**src/rtl/evt_cnt_pkg.sv**
```systemverilog
package evt_cnt_pkg;
  typedef enum logic [2:0] {
    WIN_IDX   = 3'd0,
    WIN_CTRL  = 3'd1,
    WIN_COND  = 3'd2,
    WIN_CLO   = 3'd3,
    WIN_CHI   = 3'd4,
    WIN_SLO   = 3'd5,
    WIN_SHI   = 3'd6,
    WIN_BUILD = 3'd7
  } win_addr_e;

  localparam int CTRL_RUN_BIT  = 0;
  localparam int CTRL_SNAP_BIT = 1;
endpackage

```
**src/rtl/evt_cnt_slice.sv**
```systemverilog
module evt_cnt_slice #(
  parameter int NUM_COND = 8,
  parameter int CNT_W    = 48,
  localparam int CFG_W   = $clog2(NUM_COND)
) (
  input  logic             clk_i,
  input  logic             rst_ni,
  input  logic [NUM_COND-1:0] cond_i,
  input  logic             run_i,
  input  logic             we_cfg_i,
  input  logic             we_lo_i,
  input  logic             we_hi_i,
  input  logic [31:0]      wdata_i,
  output logic [CFG_W-1:0] cfg_o,
  output logic [63:0]      cnt_o
);
  localparam logic [63:0] CNT_MASK = (CNT_W >= 64) ? '1 : ((64'd1 << CNT_W) - 64'd1);

  logic [CFG_W-1:0] cfg_q;
  logic [63:0]      cnt_q, cnt_d, wide;
  logic             hit, any_we;

  assign hit    = run_i && (cfg_q != '0) && cond_i[cfg_q];
  assign any_we = we_lo_i || we_hi_i;

  always_comb begin
    wide = cnt_q;
    if (we_lo_i) wide[31:0]  = wdata_i;
    if (we_hi_i) wide[63:32] = wdata_i;
    if (!any_we && hit) wide = wide + 64'd1;
    cnt_d = wide & CNT_MASK;
  end

  always_ff @(posedge clk_i or negedge rst_ni) begin
    if (!rst_ni) begin
      cfg_q <= '0;
      cnt_q <= '0;
    end else begin
      if (we_cfg_i) cfg_q <= wdata_i[CFG_W-1:0];
      cnt_q <= cnt_d;
    end
  end

  assign cfg_o = cfg_q;
  assign cnt_o = cnt_q;


  step_chk: assert property (@(posedge clk_i) disable iff (!rst_ni)
    !any_we |=> (cnt_q == $past(cnt_q)) || (cnt_q == (($past(cnt_q) + 64'd1) & CNT_MASK)));

  never_cond_chk: assert property (@(posedge clk_i) disable iff (!rst_ni)
    (cfg_q == '0 && !any_we) |=> $stable(cnt_q));

  run_gate_chk: assert property (@(posedge clk_i) disable iff (!rst_ni)
    (!run_i && !any_we) |=> $stable(cnt_q));

  wrap_chk: assert property (@(posedge clk_i) disable iff (!rst_ni)
    (cnt_q == CNT_MASK && run_i && cfg_q != '0 && cond_i[cfg_q] && !any_we) |=> cnt_q == '0);

  width_chk: assert property (@(posedge clk_i) disable iff (!rst_ni)
    (cnt_q & ~CNT_MASK) == '0);
endmodule

```
**src/rtl/evt_cnt_regs.sv**
```systemverilog
module evt_cnt_regs
  import evt_cnt_pkg::*;
#(
  parameter int NUM_CNT  = 4,
  parameter int NUM_COND = 8,
  parameter int SIZE_SEL = 1,
  localparam int CFG_W   = $clog2(NUM_COND),
  localparam int SEL_W   = $clog2(NUM_CNT)
) (
  input  logic                          clk_i,
  input  logic                          rst_ni,
  input  logic                          we_i,
  input  logic [2:0]                    addr_i,
  input  logic [31:0]                   wdata_i,
  output logic [31:0]                   rdata_o,
  input  logic [NUM_CNT-1:0][63:0]      cnt_all_i,
  input  logic [NUM_CNT-1:0][CFG_W-1:0] cfg_all_i,
  output logic                          run_o,
  output logic [NUM_CNT-1:0]            we_cfg_o,
  output logic [NUM_CNT-1:0]            we_lo_o,
  output logic [NUM_CNT-1:0]            we_hi_o
);
  localparam logic [31:0] BUILD_WORD = {12'd0, 4'(SIZE_SEL), 8'(NUM_CNT), 7'd0, 1'b1};

  logic [31:0]      idx_q;
  logic             run_q;
  logic [15:0]      ctrl_hi_q;
  logic [63:0]      snap_q;
  logic             idx_ok;
  logic [63:0]      cnt_sel;
  logic [CFG_W-1:0] cfg_sel;
  logic             snap_cmd;
  win_addr_e        waddr;

  assign waddr    = win_addr_e'(addr_i);
  assign idx_ok   = idx_q < 32'(NUM_CNT);
  assign cnt_sel  = idx_ok ? cnt_all_i[idx_q[SEL_W-1:0]] : '0;
  assign cfg_sel  = idx_ok ? cfg_all_i[idx_q[SEL_W-1:0]] : '0;
  assign snap_cmd = we_i && (waddr == WIN_CTRL) && wdata_i[CTRL_SNAP_BIT];

  always_comb begin
    for (int k = 0; k < NUM_CNT; k++) begin
      we_cfg_o[k] = we_i && idx_ok && (idx_q[SEL_W-1:0] == SEL_W'(k)) && (waddr == WIN_COND);
      we_lo_o[k]  = we_i && idx_ok && (idx_q[SEL_W-1:0] == SEL_W'(k)) && (waddr == WIN_CLO);
      we_hi_o[k]  = we_i && idx_ok && (idx_q[SEL_W-1:0] == SEL_W'(k)) && (waddr == WIN_CHI);
    end
  end

  always_ff @(posedge clk_i or negedge rst_ni) begin
    if (!rst_ni) begin
      idx_q     <= '0;
      run_q     <= 1'b0;
      ctrl_hi_q <= '0;
      snap_q    <= '0;
    end else begin
      if (we_i && waddr == WIN_IDX) idx_q <= wdata_i;
      if (we_i && waddr == WIN_CTRL) begin
        run_q     <= wdata_i[CTRL_RUN_BIT];
        ctrl_hi_q <= wdata_i[31:16];
      end
      if (snap_cmd) snap_q <= cnt_sel;
    end
  end

  always_comb begin
    unique case (waddr)
      WIN_IDX:   rdata_o = idx_q;
      WIN_CTRL:  rdata_o = {ctrl_hi_q, 15'd0, run_q};
      WIN_COND:  rdata_o = 32'(cfg_sel);
      WIN_CLO:   rdata_o = cnt_sel[31:0];
      WIN_CHI:   rdata_o = cnt_sel[63:32];
      WIN_SLO:   rdata_o = snap_q[31:0];
      WIN_SHI:   rdata_o = snap_q[63:32];
      WIN_BUILD: rdata_o = BUILD_WORD;
      default:   rdata_o = '0;
    endcase
  end

  assign run_o = run_q;


  snap_hold_chk: assert property (@(posedge clk_i) disable iff (!rst_ni)
    !(we_i && addr_i == 3'd1 && wdata_i[1]) |=> $stable(snap_q));

  snap_bit_rd_chk: assert property (@(posedge clk_i) disable iff (!rst_ni)
    (addr_i == 3'd1) |-> !rdata_o[1]);

  oob_rd_chk: assert property (@(posedge clk_i) disable iff (!rst_ni)
    (idx_q >= 32'(NUM_CNT) && (addr_i == 3'd2 || addr_i == 3'd3 || addr_i == 3'd4)) |-> rdata_o == '0);

  oob_we_chk: assert property (@(posedge clk_i) disable iff (!rst_ni)
    (idx_q >= 32'(NUM_CNT)) |-> (we_cfg_o == '0 && we_lo_o == '0 && we_hi_o == '0));

  one_target_chk: assert property (@(posedge clk_i) disable iff (!rst_ni)
    $onehot0(we_cfg_o | we_lo_o | we_hi_o));
endmodule

```
**src/rtl/evt_cnt_bank.sv**
```systemverilog
module evt_cnt_bank #(
  parameter int NUM_CNT  = 4,
  parameter int NUM_COND = 8,
  parameter int SIZE_SEL = 1
) (
  input  logic                clk_i,
  input  logic                rst_ni,
  input  logic [NUM_COND-1:0] cond_i,
  input  logic                reg_we_i,
  input  logic [2:0]          reg_addr_i,
  input  logic [31:0]         reg_wdata_i,
  output logic [31:0]         reg_rdata_o
);
  localparam int CNT_W = 32 + 16 * SIZE_SEL;
  localparam int CFG_W = $clog2(NUM_COND);

  logic [NUM_CNT-1:0][63:0]      cnt_all;
  logic [NUM_CNT-1:0][CFG_W-1:0] cfg_all;
  logic [NUM_CNT-1:0]            we_cfg, we_lo, we_hi;
  logic                          run;

  evt_cnt_regs #(
    .NUM_CNT (NUM_CNT),
    .NUM_COND(NUM_COND),
    .SIZE_SEL(SIZE_SEL)
  ) u_regs (
    .clk_i    (clk_i),
    .rst_ni   (rst_ni),
    .we_i     (reg_we_i),
    .addr_i   (reg_addr_i),
    .wdata_i  (reg_wdata_i),
    .rdata_o  (reg_rdata_o),
    .cnt_all_i(cnt_all),
    .cfg_all_i(cfg_all),
    .run_o    (run),
    .we_cfg_o (we_cfg),
    .we_lo_o  (we_lo),
    .we_hi_o  (we_hi)
  );

  for (genvar g = 0; g < NUM_CNT; g++) begin : g_slice
    evt_cnt_slice #(
      .NUM_COND(NUM_COND),
      .CNT_W   (CNT_W)
    ) u_slice (
      .clk_i   (clk_i),
      .rst_ni  (rst_ni),
      .cond_i  (cond_i),
      .run_i   (run),
      .we_cfg_i(we_cfg[g]),
      .we_lo_i (we_lo[g]),
      .we_hi_i (we_hi[g]),
      .wdata_i (reg_wdata_i),
      .cfg_o   (cfg_all[g]),
      .cnt_o   (cnt_all[g])
    );
  end


  run_idle_chk: assert property (@(posedge clk_i) disable iff (!rst_ni)
    (!run && !reg_we_i) |=> $stable(cnt_all));
endmodule

```
**config.mk**
```make
export PLATFORM = sky130hd
export DESIGN_NAME = evt_cnt_bank
export DESIGN_NICKNAME = d
export VERILOG_FILES = /design/src/rtl/evt_cnt_pkg.sv /design/src/rtl/evt_cnt_slice.sv /design/src/rtl/evt_cnt_regs.sv /design/src/rtl/evt_cnt_bank.sv
export SDC_FILE = /design/constraint.sdc
export NUM_CORES = 1
export LEC_CHECK = 0
export BUFFER_PORTS_ARGS = -buffer_cell sky130_fd_sc_hd__clkbuf_2
export CAP_MARGIN = 20
export CORE_ASPECT_RATIO = 1.75
export CORE_MARGIN = 3
export CORE_UTILIZATION = 40
export CTS_BUF_LIST = sky130_fd_sc_hd__clkbuf_8
export DETAILED_ROUTE_END_ITERATION = 12
export SYNTH_ARGS = -nofsm -noshare
export SYNTH_HDL_FRONTEND = slang
export SYNTH_SLANG_ARGS = --single-unit
export TNS_END_PERCENT = 100
```
**constraint.sdc**
```tcl
create_clock -name clk_i -period 9.1 [get_ports clk_i]
set_clock_uncertainty 0.15 [all_clocks]
set_input_delay 1.82 -clock clk_i [delete_from_list [all_inputs] [get_ports clk_i]]
set_output_delay 1.82 -clock clk_i [all_outputs]
set_load 0.005 [all_outputs]
```
* Yosys cells after proc, flatten, opt, wreduce, memory -nomap -nowiden
Index checks and enable logic that the tools add are counted.
** Operators by class
- Add/sub/neg operators :: 4
- Multiply operators :: 0
- Div/mod/pow operators :: 0
- Magnitude comparators :: 6
- Equal/unequal tests :: 10
- Shift-type cells :: 0
- Mux-type cells :: 27
- Bitwise logic cells :: 0
- Reduce and logical (&&, ||, !) cells :: 46
** Operator list (count)
- 32-bit one-hot mux with 8 select lines :: 1
- 48-bit by 1-bit adder with 48-bit output, second input constant :: 4
- 48-bit 2-to-1 mux :: 4
- 64-bit binary-select mux with 2-bit select :: 1
- 32-bit 2-to-1 mux :: 4
- 64-bit 2-to-1 mux :: 2
- 16-bit 2-to-1 mux :: 4
- 1-bit logical AND :: 32
- 32-bit by 3-bit < comparator with 1-bit output, second input constant :: 1
- 3-bit by 4-bit < comparator with 1-bit output, second input constant :: 4
- 1-bit binary-select mux with 3-bit select :: 4
- 3-bit equality test, second input constant :: 4
- 3-bit nonzero test :: 4
- 3-bit binary-select mux with 2-bit select :: 1
- 3-bit by 2-bit equality test with 1-bit output, second input constant :: 2
- 3-bit 2-to-1 mux :: 2
- 2-bit equality test, second input constant :: 2
- 1-bit logical NOT :: 4
- 1-bit logical OR :: 4
- 1-bit 2-to-1 mux :: 4
- 3-bit by 1-bit equality test with 1-bit output, second input constant :: 1
- 3-bit logical NOT :: 1
- 2-bit by 3-bit < comparator with 1-bit output, second input constant :: 1
- 2-bit by 1-bit equality test with 1-bit output, second input constant :: 1
- 2-bit logical NOT :: 1
** Word-level totals
- Flip-flop bits (word level) :: 317
- Bits in latches :: 0
- Bits in writable memories :: 0
- Bits in read-only memories :: 0
- Input port bits :: 46
- Memories kept :: 0

* Depth between registers and ports, before layout
Gate-level depths: netlist of run 1.
- Depth in word-level cells :: 8
- Depth in mapped cells :: 17
- Gate-level depth less buffers :: 13

* Cells and area by module
A second synthesis of run 1 with hierarchy kept.
** Unflattened totals
- Cells, all modules :: 2413
- Area, all modules :: 22646.7 um^2
** Modules (own cells, without submodules)
- evt_cnt_slice :: instances 4, cells an instance 400, area each 3762.4 um^2, sequential area each 1276.2 um^2
- evt_cnt_regs :: instances 1, cells an instance 813, area each 7597.3 um^2, sequential area each 2827.7 um^2

* Worst setup path before layout of run 1
OpenSTA, ideal clock, no wires.
- Path type :: input -> register
- Start point :: input port reg_we_i
- End point :: register g_slice[0].u_slice.cnt_q[42]
- Library setup time :: 80 ps
- Arrival time :: 5552 ps
- Required time :: 8870 ps
- Path slack :: 3318 ps
- Cell stages on the path :: 16
- Path buffers :: 4
- Cells stage by stage :: buf_2 -> or3b_2 -> clkbuf_1 -> nor4_4 -> clkbuf_1 -> clkbuf_1 -> nand2_1 -> nand2_1 -> ha_1 -> nand2_1 -> nor3_1 -> o21ai_1 -> nor4b_4 -> nand4_2 -> nor3_1 -> xnor2_1
** Between the ends
- Longest elaborated chain between the ends :: 7
- Elaborated cells on any way between the ends :: 11
- Classes of those cells :: add/sub (1); mux (3); reduce/logical (7)
** RTL lines
- start: declaration :: RTL line evt_cnt_bank.sv:9 : input logic reg_we_i,
- 1-bit logical AND (*) (2 in a row) :: RTL line evt_cnt_regs.sv:44, evt_cnt_regs.sv:45
- parallel branches: the longest is 4 deep, another holds 48-bit by 1-bit adder with 48-bit output
- 48-bit 2-to-1 mux (*) :: RTL line evt_cnt_slice.sv:30 : if (!any_we && hit) wide = wide + 64'd1;
- named net g_slice[0].u_slice.wide[42] :: RTL line evt_cnt_slice.sv:20 : logic [63:0] cnt_q, cnt_d, wide;
- end signal: assignment :: RTL line evt_cnt_slice.sv:40 : cnt_q <= cnt_d;
- end: declaration :: RTL line evt_cnt_slice.sv:20
Mark *: on every way through the listed nets, which the timed path passes.
A chain may end at the register's enable or synchronous reset.

* Final worst setup path of run 1
- Start point :: input port reg_addr_i[0]
- End point :: register g_slice[1].u_slice.cnt_q[40]
** Between the ends
- Longest elaborated chain between the ends :: 6
- Elaborated cells on any way between the ends :: 11
- Classes of those cells :: add/sub (1); eq/ne (2); mux (3); reduce/logical (5)
** RTL lines
- start: declaration :: RTL line evt_cnt_bank.sv:10 : input logic [2:0] reg_addr_i,
- parallel branches: the longest is 5 deep, another holds 48-bit by 1-bit adder with 48-bit output
- 48-bit 2-to-1 mux (*) :: RTL line evt_cnt_slice.sv:30
- named net g_slice[1].u_slice.wide[40] :: RTL line evt_cnt_slice.sv:20
- end signal: assignment :: RTL line evt_cnt_slice.sv:40
- end: declaration :: RTL line evt_cnt_slice.sv:20
Marks and branches as above.

==> results of run 1 <==
[cells by family (layout without fill, tap and decap cells)]
logic type      after synthesis  count (layout)  share of synthesized area
other cells                   0               2                          0
simple gates                865             865                     0.2209
buf+inv                     171             217                    0.03439
compound gates              334             334                     0.1104
fa+ha+maj                     4               4                   0.002452
mux                         320             320                     0.1865
flops                       301             301                     0.3690
xor+xnor                    178             178                    0.07638
[cells in the final DEF (no fill, tap or decap), types with 36 or more instances in the layout]
master / Yosys / final
a21oi_1: 87 / 87
a22o_1: 39 / 39
and3_1: 49 / 49
buf_4: 5 / 42
clkbuf_2: 0 / 75
clkbuf_8: 0 / 57
dfrtp_1: 301 / 299
mux2_2: 110 / 110
mux2i_1: 170 / 170
mux4_2: 36 / 36
nand2_1: 277 / 276
nand3_1: 127 / 127
nand4_1: 55 / 55
nor2_1: 166 / 165
nor3_1: 56 / 54
o21ai_0: 66 / 66
o31ai_1: 37 / 37
xnor2_1: 83 / 83
xor2_1: 95 / 95
[power groups by stage]
stage | logic [W] | registers (W) | clock network, W
finish | 0.000499 | 0.00153 | 0.00117
global route | 0.000534 | 0.00154 | 0.00124
CTS | 0.000495 | 0.00153 | 0.00119
detailed placement | 0.000494 | 0.00155 | 0
global placement | 0.000483 | 0.00155 | 0
floorplan | 0.000341 | 0.00150 | 0
[worst max-delay path by stage]
stage	start	endpoint	slack [ps]	cells after the start
6_report	reg_addr_i[0]	g_slice[1].u_slice.cnt_o[40]	2750	11
3_5_place_dp	reg_addr_i[0]	g_slice[1].u_slice.cnt_o[40]	2230	11
4_1_cts	reg_addr_i[2]	reg_rdata_o[0]	2690	9
2_1_floorplan	reg_we_i	g_slice[0].u_slice.cnt_o[42]	3320	16
3_3_place_gp	reg_addr_i[0]	g_slice[1].u_slice.cnt_o[40]	2260	11
5_1_grt	reg_addr_i[0]	g_slice[1].u_slice.cnt_o[40]	2670	11
[area by class of cell]
class / instances / area, sq um
well taps: 660 / 825.8
clock inverters: 22 / 121.4
inverters: 17 / 63.81
flip-flops and latches: 301 / 7537
fillers: 4876 / 27680
diodes: 2 / 5.005
multi-input cells: 1701 / 12220
repair buffers: 122 / 772.0
clock buffers: 56 / 770.7
[worst min-delay path, delay by kind of cell (launching register included)]
family	cells	cell delay [ps]
AO/OA/AOI/OAI	1	70
flip-flops	1	330
AND/OR/NAND/NOR	1	40
[stage by stage]
stage	total power (W)	hold slack, ps	instances
floorplan	0.001841	291.8	2173
global placement	0.002032	307.2	2797
detailed placement	0.002046	315.4	2798
CTS	0.003211	329.2	2876
global route	0.003318	344.6	2880
finish	0.003195	327.9	2881
[sequential cells by signal, indices dropped and copies added (netlist names)]
name	cells
u_regs.idx_q	32
g_slice.u_slice.cnt_o	192
u_regs.ctrl_hi_q	16
u_regs.snap_q	48
u_regs.run_o	1
g_slice.u_slice.cfg_o	12
[per-layer routing]
layer / part of all wire / vias up / global-route usage
met5: 0.00013 / - / 0
met4: 0.085 / 2 / 0.2052
met3: 0.057 / 285 / 0.03637
met2: 0.49 / 850 / 0.4747
met1: 0.36 / 8929 / 0.3264
li1: - / 7930 / -
==> flow_summary.ini, run 1 <==
[logic_synthesis]
yosysWarningCount = 0
syn_nets = 2223
synth_top_flop_cell = dfrtp_1
synth_edf_count = 0
synth_most_common_cell = dfrtp_1
synth_cell_types = 89
ys_ff_latch = 301
synthCells = 2173
synth_top_area_frac = 0.3690
syn_area_per_cell_sq_um = 9.394
synth_area_leaders = dfrtp_1 37%, mux2i_1 8.3%, mux2_2 6.1%
syn-cell-area_sq_um = 20410
synth_seq_area_share = 0.3690
yosys.area.top_type = dfrtp_1
synthArstFlopShare = 1.000
synth_commonest_cells = 301 x dfrtp_1, 277 x nand2_1, 170 x mux2i_1, 166 x nor2_1, 127 x nand3_1

[clock_tree]
clkSinkCount = 301
cts.root.buffer_cell = clkbuf_8
cts_hold_buf = 0
ctsResizeCount = 0
postCtsSetupRepairBufs = 0
clockBufferDepth = 3
path_clk_slew_ps = 70
htree_levels = 2
numCtsBuffers = 47
worstSkewPairLatency_ps = 620
tritoncts = done

[cells_and_area]
drive_above_1_share = 0.1758
fin_nets = 2240
area.growth.synth_to_final_pct = 9.329
final_core_util = 0.4463
final_design_area_no_fill_sq_um = 22320

[drt]
route.detailed.drc = 0
wirelength_um = 77240
avgRoutedWirePerCell_um = 26.81
vias = 17996
drtAntennaViolNets = 0
viasPerCell = 6.246
drt_iter0_drc = 1683
drt_first_pass_iters = 5

[power]
ir_drop_mv = 0.09565
p_comb_frac = 0.156
p_per_area_nw_per_um2 = 143.2
p_seq_frac = 0.479
internal-power_w = 0.002195
clockPowerShare = 0.365
net-switching-power_w = 0.0009996
swShare = 0.3129
p_leak_nw = 8.875

[floorplanning]
io_pins = 78
floorplan.rows = 108
dieWidth_um = 176.8
die_h_um = 304.8
start_util = 0.4083
core_region_area_sq_um = 50000
dieArea_sq_um = 53880

[timing]
tns_ps = 0
min_period_ps = 6354
finalHoldViolations = 0
setup_slack_ps = 2746
rsz0062_at_grt = no
fmax_ghz = 0.1574
slew_violations = 0
fin_crit_sh = 0.6982
setup_viol = 0
slew_headroom = 0.2730
worst-slew-pin-transition_ps = 1082

[placed_design]
dp_slack_ps = 2234
numPortBuffers = 76
place_hpwl_um = 57230
dpl-instance-area_sq_um = 21370
gp_congestion = 0.9860

[run]
maxCapViolCount = 0

[setup_path]
crit_buf_inv = 2
r2r_end = g_slice[1].u_slice.cnt_o[40]
worst_path_max_delay_cell = mux2i_1
crit_chain = clkbuf_2, buf_4, and2_1, and2_1, nand4_4, mux2i_1, and3_1, or3b_1, or3_1, and3_1, a211o_1
rr_startpoint = u_regs.idx_q[1]
startpoint_type = input port
arrival_ps = 6710
cp.required_ps = 9460
ff2ff_path_depth = 12
crit_path_end_kind = flip-flop
r2r_setup_slack_ps = 3860
cp_top_family = simple AND/OR/NAND/NOR gates
slowest_delay_ps = 680
critPathKind = in2reg
cp_max_fo = 24

[outcome]
status = complete, no violations

[global_route]
grt_max_degree = 144
grt_pass1_vias = 18012
grtUsageTotal = 0.2821
grt_pass1_wl_um = 115200
globalRoute.totalOverflow = 0
antenna_found_initial = 2

[worst_hold_path]
whs_endpoint = u_regs.snap_q[42]
hold_depth = 2
hp-start = u_regs.snap_q[42]
hp-class = reg2reg
(Power assumes the default switching activity.)
==> run 2, diff against run 1 <==
==> constraint.sdc (replaced) <==
create_clock -name clk_i -period 6.4 [get_ports clk_i]
set_clock_uncertainty 0.15 [all_clocks]
set_input_delay 1.28 -clock clk_i [delete_from_list [all_inputs] [get_ports clk_i]]
set_output_delay 1.28 -clock clk_i [all_outputs]
set_load 0.005 [all_outputs]
==> run 2 against run 1 <==
Compared with the run above:
- global-route usage shrank 0.35 points
- count of clock-buffer cells in the layout is 2 higher
- utilization up 0.23 points
- via count is 0.41% higher
- clock power is 42% higher
- cell area rose by 0.52%
- power up 42%
- first-iteration DRC count down 3.6%
- die area is the same
- register-to-register slack got worse by 2300 ps
- setup slack got worse by 1500 ps
==> flow_summary.ini, run 2 (synthesis results as in run 1) <==
[outcome]
status = complete, no violations

[setup_path]
cp_max_fo = 42
worst_path_max_delay_cell = dfrtp_4
crit_chain = buf_4, mux4_2, and3_1, a222oi_1, nor2_1, clkbuf_2
rr_startpoint = u_regs.idx_q[23]
ff2ff_path_depth = 10
arrival_ps = 3750
cp_top_family = flip-flops
cp.required_ps = 4970
r2r_setup_slack_ps = 1580
r2r_end = g_slice[1].u_slice.cnt_o[40]
crit_buf_inv = 2
crit_path_end_kind = primary output
cp.depth = 6
slowest_delay_ps = 870
startpoint_type = flip-flop
critPathKind = reg2out

[timing]
finalHoldViolations = 0
worst-slew-pin-transition_ps = 1062
fin_crit_sh = 0.8097
setup_viol = 0
rsz0062_at_grt = no
fmax_ghz = 0.1930
timing.hold.ws_ps = 330.0
tns_ps = 0
slew_violations = 0
slew_headroom = 0.2894
min_period_ps = 5182

[cells_and_area]
fill_cells = 4897
final_common_cell = dfrtp_1
drive_above_1_share = 0.1815
multi_input_area_sq_um = 12210
area.growth.synth_to_final_pct = 9.893
final_cell_mix = 299 x dfrtp_1, 276 x nand2_1, 170 x mux2i_1
largest_register_ffs = 192
register_area_sq_um = 7537
fin_nets = 2253

[drt]
route.detailed.drc = 0
drtAntennaViolNets = 0
wirelength_um = 76970
vias = 18069
viasPerCell = 6.235
drt_iter0_drc = 1622
drt_first_pass_iters = 6
avgRoutedWirePerCell_um = 26.56

[clock_tree]
cts.root.buffer_cell = clkbuf_8
clockBufferDepth = 3
cts_hold_buf = 0
postCtsSetupRepairBufs = 0
htree_levels = 2
path_clk_slew_ps = 70
clkSinkCount = 301
tritoncts = done
numCtsBuffers = 48
ctsResizeCount = 0
worstSkewPairLatency_ps = 630

[floorplanning]
floorplan.rows = 108
core_region_area_sq_um = 50000
start_util = 0.4083
die_h_um = 304.8
io_pins = 78
dieArea_sq_um = 53880
dieWidth_um = 176.8

[power]
clockPowerShare = 0.364
p_leak_nw = 8.951
p_per_area_nw_per_um2 = 202.7
net-switching-power_w = 0.001430
internal-power_w = 0.003118
p_seq_frac = 0.482
p_comb_frac = 0.154
swShare = 0.3144
ir_drop_mv = 0.1125

[worst_hold_path]
hold_depth = 2
hp-start = u_regs.snap_q[19]
hp-class = reg2reg
whs_endpoint = u_regs.snap_q[19]

[placed_design]
gp_congestion = 0.9659
place_hpwl_um = 57160
numPortBuffers = 76

[run]
maxCapViolCount = 0

[global_route]
grtUsageTotal = 0.2786
grt_pass1_wl_um = 114100
grt_pass1_vias = 17967
antenna_found_initial = 1
globalRoute.totalOverflow = 0
grt_max_degree = 108
==> run 2: changes by cell type in the layout (fill, tap and decap cells not counted), sizes merged <==
cell      change
clkbuf        +1
buf          +13
diode         -1
clkinv        +2
clkinvlp      +1
inv           +2
bufinv        -1
==> run 2: worst max path at each step <==
| stage | startpoint | endpoint | slack, ps |
|---|---|---|---|
| 3_3_place_gp | reg_addr_i[1] | g_slice[1].u_slice.cnt_o[37] | 920 |
| 5_1_grt | u_regs.idx_q[1] | reg_rdata_o[14] | 1060 |
| 2_1_floorplan | reg_we_i | g_slice[0].u_slice.cnt_o[42] | 1160 |
| 3_5_place_dp | reg_addr_i[1] | g_slice[1].u_slice.cnt_o[40] | 940 |
| 6_report | u_regs.idx_q[1] | reg_rdata_o[15] | 1220 |
| 4_1_cts | u_regs.idx_q[1] | reg_rdata_o[15] | 1250 |
==> run 2: stage by stage <==
stage / setup WS [ps] / instance area [sq um] / power, W / utilization / std cells
after floorplan: 1158 / 20410 / 0.002618 / - / 2173
after global placement: 921.6 / 21520 / 0.002897 / 0.4304 / 2813
after detailed placement: 941.5 / 21520 / 0.002913 / 0.4304 / 2813
after CTS: 1255 / 22430 / 0.004564 / 0.4486 / 2897
after global routing: 1064 / 22430 / 0.004716 / 0.4486 / 2898
final: 1218 / 22430 / 0.004547 / 0.4486 / 2898
==> run 2: final cells by class <==
| type | count | share of cell area |
|---|---|---|
| antenna | 1 | 0.0001116 |
| clock buffer | 58 | 0.03559 |
| clock inverter | 26 | 0.005076 |
| inverter | 17 | 0.002845 |
| multi-input combinational | 1701 | 0.5445 |
| sequential | 301 | 0.3360 |
| tap | 660 | 0.03681 |
| timing repair buffer | 134 | 0.03905 |
==> run 2: routing by layer <==
layer,global-route usage,vias to the layer above,part of all wire
met4,0.1975,0,0.085
met2,0.4800,833,0.50
met3,0.03675,286,0.059
met1,0.3142,8981,0.36
li1,-,7969,-
met5,0,-,0
==> run 2: worst min-delay path: stages, from the launching register on <==
cell and delay [ps]:
dfrtp_1 340, nand2_1 50, o21ai_0 60
==> run 2: power by group through the flow <==
stage                     clock, W  sequential (W)  combinational (W)
after global routing       0.00176         0.00221           0.000746
after CTS                  0.00168         0.00219           0.000693
after global placement           0         0.00222           0.000679
after detailed placement         0         0.00222           0.000691
after floorplan                  0         0.00213           0.000485
final                      0.00166         0.00219           0.000700
